--- config.mk ---
export PLATFORM = sky130hd
export DESIGN_NAME = adc_cal_seq
export DESIGN_NICKNAME = d
export VERILOG_FILES = /design/src/rtl/adc_cal_pkg.sv /design/src/rtl/adc_cal_order.sv /design/src/rtl/adc_cal_ram.sv /design/src/rtl/adc_cal_ctrl.sv /design/src/rtl/adc_cal_seq.sv
export SDC_FILE = /design/constraint.sdc
export NUM_CORES = 1
export LEC_CHECK = 0
export CAP_MARGIN = 20
export CORE_AREA = 2 2 92 116
export CTS_CLUSTER_SIZE = 24
export DETAILED_ROUTE_END_ITERATION = 7
export DIE_AREA = 0 0 94 118
export HOLD_SLACK_MARGIN = 0.15
export PLACE_DENSITY_LB_ADDON = 0.15
export SYNTH_ARGS = -nofsm -noshare
export SYNTH_HDL_FRONTEND = slang
export SYNTH_HIERARCHICAL = 1
export SYNTH_SLANG_ARGS = --single-unit
--- constraint.sdc ---
create_clock -name clk -period 4.1 [get_ports clk]
set_input_delay 0.41 -clock clk [delete_from_list [all_inputs] [get_ports clk]]
set_output_delay 0.41 -clock clk [all_outputs]
set_load 0.03 [all_outputs]
--- src/rtl/adc_cal_pkg.sv ---
package adc_cal_pkg;
  typedef enum logic [1:0] {
    ST_IDLE = 2'd0,
    ST_CONV = 2'd1,
    ST_MEAS = 2'd2
  } seq_state_t;
endpackage

--- src/rtl/adc_cal_order.sv ---
// Step-order generator: offset/bit toggle, bit round-robin pointer and
// start-up round counter. The same toggle and pointer continue after start-up.
module adc_cal_order #(
  parameter int NB     = 8,
  parameter int ROUNDS = 32
) (
  input  logic                       clk,
  input  logic                       rst_n,
  input  logic                       adv,
  input  logic                       bg,
  output logic [$clog2(NB+1)-1:0]    idx,
  output logic                       last_rst
);
  localparam int IW = $clog2(NB+1);
  localparam int BW = (NB > 1) ? $clog2(NB) : 1;
  localparam int RW = (ROUNDS > 1) ? $clog2(ROUNDS) : 1;
  localparam logic [BW-1:0] BLAST = BW'(NB-1);
  localparam logic [RW-1:0] RLAST = RW'(ROUNDS-1);

  logic          lin;
  logic [BW-1:0] bptr;
  logic [RW-1:0] rnd;

  assign idx      = lin ? (IW'(bptr) + IW'(1)) : '0;
  assign last_rst = lin && (bptr == BLAST) && (rnd == RLAST);

  always_ff @(posedge clk or negedge rst_n) begin
    if (!rst_n) begin
      lin  <= 1'b0;
      bptr <= '0;
      rnd  <= '0;
    end else if (adv) begin
      lin <= ~lin;
      if (lin) begin
        if (bptr == BLAST) begin
          bptr <= '0;
          if (!bg && rnd != RLAST) rnd <= rnd + RW'(1);
        end else begin
          bptr <= bptr + BW'(1);
        end
      end
    end
  end
endmodule

--- src/rtl/adc_cal_ram.sv ---
// Correction table: entry 0 offset, entries 1..NB capacitor bits.
module adc_cal_ram #(
  parameter int NB = 8,
  parameter int CW = 6,
  parameter int EW = 8
) (
  input  logic                     clk,
  input  logic                     rst_n,
  input  logic                     wr_en,
  input  logic [$clog2(NB+1)-1:0]  wr_idx,
  input  logic signed [EW-1:0]     err,
  input  logic [$clog2(NB+1)-1:0]  rd_idx,
  output logic signed [CW-1:0]     rd_data
);
  localparam int NE = NB + 1;
  localparam int IW = $clog2(NB+1);
  localparam logic [CW-1:0] VMAX = {1'b0, {(CW-1){1'b1}}};
  localparam logic [CW-1:0] VMIN = {1'b1, {(CW-1){1'b0}}};

  logic [NE-1:0][CW-1:0] mem;
  logic [NE-1:0][CW-1:0] nxt;
  logic                  err_pos;
  logic                  err_neg;

  assign err_neg = err[EW-1];
  assign err_pos = !err[EW-1] && (|err);

  for (genvar g = 0; g < NE; g++) begin : g_ent
    logic hit;
    assign hit = wr_en && (wr_idx == IW'(g));
    always_comb begin
      nxt[g] = mem[g];
      if (hit && err_pos && mem[g] != VMAX) nxt[g] = mem[g] + CW'(1);
      if (hit && err_neg && mem[g] != VMIN) nxt[g] = mem[g] - CW'(1);
    end
  end

  always_ff @(posedge clk or negedge rst_n) begin
    if (!rst_n) mem <= '0;
    else        mem <= nxt;
  end

  always_comb begin
    rd_data = '0;
    if (int'(rd_idx) < NE) rd_data = mem[rd_idx];
  end
endmodule

--- src/rtl/adc_cal_ctrl.sv ---
// Sequencer: conversion has priority at idle; start-up steps run on their
// own, background steps follow each conversion.
module adc_cal_ctrl
  import adc_cal_pkg::*;
#(
  parameter int CONV_TICKS = 8
) (
  input  logic clk,
  input  logic rst_n,
  input  logic clk_en,
  input  logic conv_req_valid,
  output logic conv_req_ready,
  output logic conv_busy,
  output logic conv_done,
  output logic meas_valid,
  input  logic meas_ready,
  input  logic last_rst,
  output logic cal_done,
  output logic step_adv
);
  localparam int CTW = (CONV_TICKS > 1) ? $clog2(CONV_TICKS) : 1;
  localparam logic [CTW-1:0] CLAST = CTW'(CONV_TICKS-1);

  seq_state_t     state;
  logic [CTW-1:0] cnt;

  assign conv_req_ready = (state == ST_IDLE);
  assign conv_busy      = (state == ST_CONV);
  assign meas_valid     = (state == ST_MEAS);
  assign step_adv       = clk_en && meas_valid && meas_ready;

  always_ff @(posedge clk or negedge rst_n) begin
    if (!rst_n) begin
      state     <= ST_IDLE;
      cnt       <= '0;
      cal_done  <= 1'b0;
      conv_done <= 1'b0;
    end else begin
      conv_done <= clk_en && (state == ST_CONV) && (cnt == CLAST);
      if (clk_en) begin
        unique case (state)
          ST_IDLE: begin
            if (conv_req_valid) begin
              state <= ST_CONV;
              cnt   <= '0;
            end else if (!cal_done) begin
              state <= ST_MEAS;
            end
          end
          ST_CONV: begin
            if (cnt == CLAST) state <= cal_done ? ST_MEAS : ST_IDLE;
            else              cnt   <= cnt + CTW'(1);
          end
          ST_MEAS: begin
            if (meas_ready) begin
              state <= ST_IDLE;
              if (!cal_done && last_rst) cal_done <= 1'b1;
            end
          end
          default: state <= ST_IDLE;
        endcase
      end
    end
  end
endmodule

--- src/rtl/adc_cal_seq.sv ---
module adc_cal_seq #(
  parameter int NB         = 8,
  parameter int CW         = 6,
  parameter int EW         = 8,
  parameter int ROUNDS     = 32,
  parameter int CONV_TICKS = 8
) (
  input  logic                     clk,
  input  logic                     rst_n,
  input  logic                     clk_en,
  input  logic                     conv_req_valid,
  output logic                     conv_req_ready,
  output logic                     conv_busy,
  output logic                     conv_done,
  output logic                     meas_valid,
  input  logic                     meas_ready,
  output logic [$clog2(NB+1)-1:0]  meas_idx,
  input  logic signed [EW-1:0]     meas_err,
  input  logic [$clog2(NB+1)-1:0]  cal_rd_idx,
  output logic signed [CW-1:0]     cal_rd_data,
  output logic                     cal_done
);
  localparam int IW = $clog2(NB+1);

  logic step_adv;
  logic last_rst;

  adc_cal_ctrl #(.CONV_TICKS(CONV_TICKS)) u_ctrl (
    .clk            (clk),
    .rst_n          (rst_n),
    .clk_en         (clk_en),
    .conv_req_valid (conv_req_valid),
    .conv_req_ready (conv_req_ready),
    .conv_busy      (conv_busy),
    .conv_done      (conv_done),
    .meas_valid     (meas_valid),
    .meas_ready     (meas_ready),
    .last_rst       (last_rst),
    .cal_done       (cal_done),
    .step_adv       (step_adv)
  );

  adc_cal_order #(.NB(NB), .ROUNDS(ROUNDS)) u_order (
    .clk      (clk),
    .rst_n    (rst_n),
    .adv      (step_adv),
    .bg       (cal_done),
    .idx      (meas_idx),
    .last_rst (last_rst)
  );

  adc_cal_ram #(.NB(NB), .CW(CW), .EW(EW)) u_ram (
    .clk     (clk),
    .rst_n   (rst_n),
    .wr_en   (step_adv),
    .wr_idx  (meas_idx),
    .err     (meas_err),
    .rd_idx  (cal_rd_idx),
    .rd_data (cal_rd_data)
  );
endmodule

==> flow_summary.json <==
{
  "synthXorXnorAreaFrac": 0.0798,
  "synth_top_area_frac": 0.326,
  "synth_top_family_by_area": "multiplexers",
  "start_util": 0.537,
  "design.core.area_um2": 10000,
  "synth_cells": 482,
  "fin_skew_ns": 0.00573,
  "pwr-share-clk": 0.298,
  "muxShareOfSynthArea": 0.166,
  "final_common_cell": "dfrtp_1",
  "drc": 0,
  "yosysWarningCount": 6,
  "avgSynthCellArea_um2": 11.2,
  "vias_per_cell": 5.94,
  "max_freq_mhz": 273,
  "cts_buffers": 9,
  "cts_root_buf": "clkbuf_16",
  "required_ns": 4.36,
  "final_antenna_net_count": 0,
  "synth_compound_gate_area_share": 0.138,
  "critPathMaxFanout": 5,
  "dp_hpwl_um": 8880,
  "diodes": 0,
  "rows": 41,
  "finish.instance_area_um2": 6100,
  "final_cell_mix": "70 x dfrtp_1, 43 x ha_1, 35 x inv_1",
  "place_ws_ns": 0.420,
  "setup_viol": 0,
  "cts_max_level": 3,
  "p_leak_uw": 0.00298,
  "vias": 3888,
  "hold_path.class": "in -> async",
  "post-cts-setup-buffer-count": 0,
  "min_period_ns": 3.67,
  "intPower_uw": 1560,
  "ys_seq_elements": 70,
  "place.gp.congestion": 0.818,
  "cts_tree": "yes",
  "irDropWorstVdd_mv": 0.179,
  "p_sw_uw": 859,
  "io_buffer_count": 31,
  "rsz0062_at_grt": "false",
  "overflow": 0,
  "antenna_found_initial": 0,
  "die_w_um": 94,
  "holdWs_ns": 0.154,
  "slew-limit-headroom": 0.450,
  "start_kind": "flop",
  "p_comb_frac": 0.312,
  "slew_violations": 0,
  "cts_resized": 0,
  "avgRoutedWirePerCell_um": 17.6,
  "synth_edf_count": 0,
  "final.setup.worst_slack_ns": 0.431,
  "grt_usage": 0.223,
  "netlist_area_um2": 5380,
  "fillers": 822,
  "synth-seq-area-share": 0.326,
  "criticalPathCategory": "reg -> reg",
  "grt_pass1_vias": 4128,
  "r2r.worst_path.cells": 13,
  "arrival_ns": 3.93,
  "drv_cap": 0,
  "setup_tns_ns": 0,
  "synth_cell_type_count": 66,
  "die_height_um": 118,
  "critPathCaptureType": "flop",
  "p_per_area_nw_per_um2": 397,
  "synthTopCellsByArea": "dfrtp_1 33%, ha_1 10%, xnor2_1 5.5%",
  "grt_start_max_net_pins": 37,
  "cts_sinks": 70,
  "nNetsFinal": 589,
  "hold_viol_final": 0,
  "power_uw": 2420,
  "io_pins": 32,
  "worst_slew_pin_slew_ns": 0.823,
  "synthesis.nets": 551,
  "placed_area_um2": 5820,
  "synth-main-ff-cell": "dfrtp_1",
  "synthAdderAreaFrac": 0.134,
  "swShare": 0.354,
  "async_flop_share": 1.00,
  "drt_iter0_drc": 157,
  "dr.pass1.iters": 4,
  "drive_above_1_share": 0.162,
  "grt_pass1_wl_um": 19600,
  "routed_wl_um": 11500,
  "syn2layout_area_growth_pct": 13.4,
  "yosys.area.top_type": "dfrtp_1",
  "yosys.area_share.simple": 0.122,
  "pwr-share-seq": 0.390,
  "clock_path_buffers": 2,
  "clk_latency_ns": 0.34,
  "timing.final.crit_share": 0.895,
  "hold_buffers": 0,
  "fp.dieArea_um2": 11100,
  "clkTransAtPathRegs_ns": 0.06,
  "outcome": "complete, no violations"
}
## layer usage
layer	part of all wire	GRT usage
met1	0.42	0.269
met2	0.51	0.386
met3	0.040	0.0346
met4	0.027	0.0978
met5	0	0
## critical path, stage by stage (launching register included)
cell      delay [ns]
dfrtp_1         0.42
ha_1            0.24
ha_1            0.30
and2_1          0.20
nor2_1          0.25
nand3_1         0.25
a311o_1         0.48
inv_1           0.17
ha_1            0.27
a211oi_1        0.24
o21bai_1        0.12
a21oi_1         0.22
mux2i_1         0.27
xor2_1          0.16
## worst paths after layout
check | from | endpoint | slack, ns
worst max register to register | u_order/bptr[0] | u_ram/mem[23] | 0.43
max in group asynchronous | rst_n | u_ram/mem[44] | 2.97
min in group clk | u_order/rnd[3] | u_order/rnd[3] | 0.47
worst min-delay path | rst_n | u_order/rnd[1] | 0.15
worst max-delay path | u_order/bptr[0] | u_ram/mem[23] | 0.43
worst min register to register | u_order/rnd[3] | u_order/rnd[3] | 0.47
## power groups by stage
stage / registers (µW) / logic (µW) / clock network [µW]
2_1_floorplan: 891 / 582 / 0
3_3_place_gp: 947 / 738 / 0
3_5_place_dp: 953 / 759 / 0
4_1_cts: 942 / 761 / 744
5_1_grt: 963 / 828 / 781
6_report: 946 / 755 / 722
## Yosys cell counts, drive strengths merged (2+ instances only)
cell type	number
a211oi	10
a21o	21
a21oi	30
a311o	2
a311oi	5
and2	2
and2b	2
and3	5
buf	6
clkbuf	3
dfrtp	70
fa	9
ha	43
inv	35
mux2	26
mux2i	27
mux4	12
nand2	18
nand2b	5
nand3	4
nand3b	3
nand4	9
nand4b	2
nor2	6
nor2b	4
nor3	10
nor3b	2
nor4	9
nor4b	5
o21ai	22
o21bai	10
or2	2
or3	2
or4b	2
xnor2	34
xor2	15
## state kept, by name, summed over array words and instances (netlist names)
register,count
u_ram/mem,54
u_order/rnd,5
u_ctrl/cnt,3
u_order/bptr,3
u_ctrl/state,2
u_ctrl/cal_done,1
u_ctrl/conv_done,1
u_order/lin,1
## through the flow
step                utilization  cells
finish                    0.610    654
global route              0.610    654
CTS                       0.610    654
detailed placement        0.582    638
global placement          0.582    638
floorplan                     -    482
## layout make-up
type                    count  area (µm²)  share of cell area
flip-flops and latches     70        1750               0.287
clock inverters             6        47.5             0.00780
clock buffers              10         229              0.0376
inverters                  35         131              0.0215
well taps                 129         161              0.0265
multi-input cells         368        3430               0.563
repair buffers             36         343              0.0562
## cells by family (layout without fill, tap and decap cells)
| family | count (synthesis) | after routing |
|---|---|---|
| xor+xnor | 49 | 49 |
| fa+ha+maj | 52 | 52 |
| compound gates | 107 | 107 |
| simple gates | 95 | 95 |
| buf+inv | 44 | 87 |
| mux | 65 | 65 |
| flops | 70 | 70 |
No activity file was read; power rests on OpenSTA's default activity.
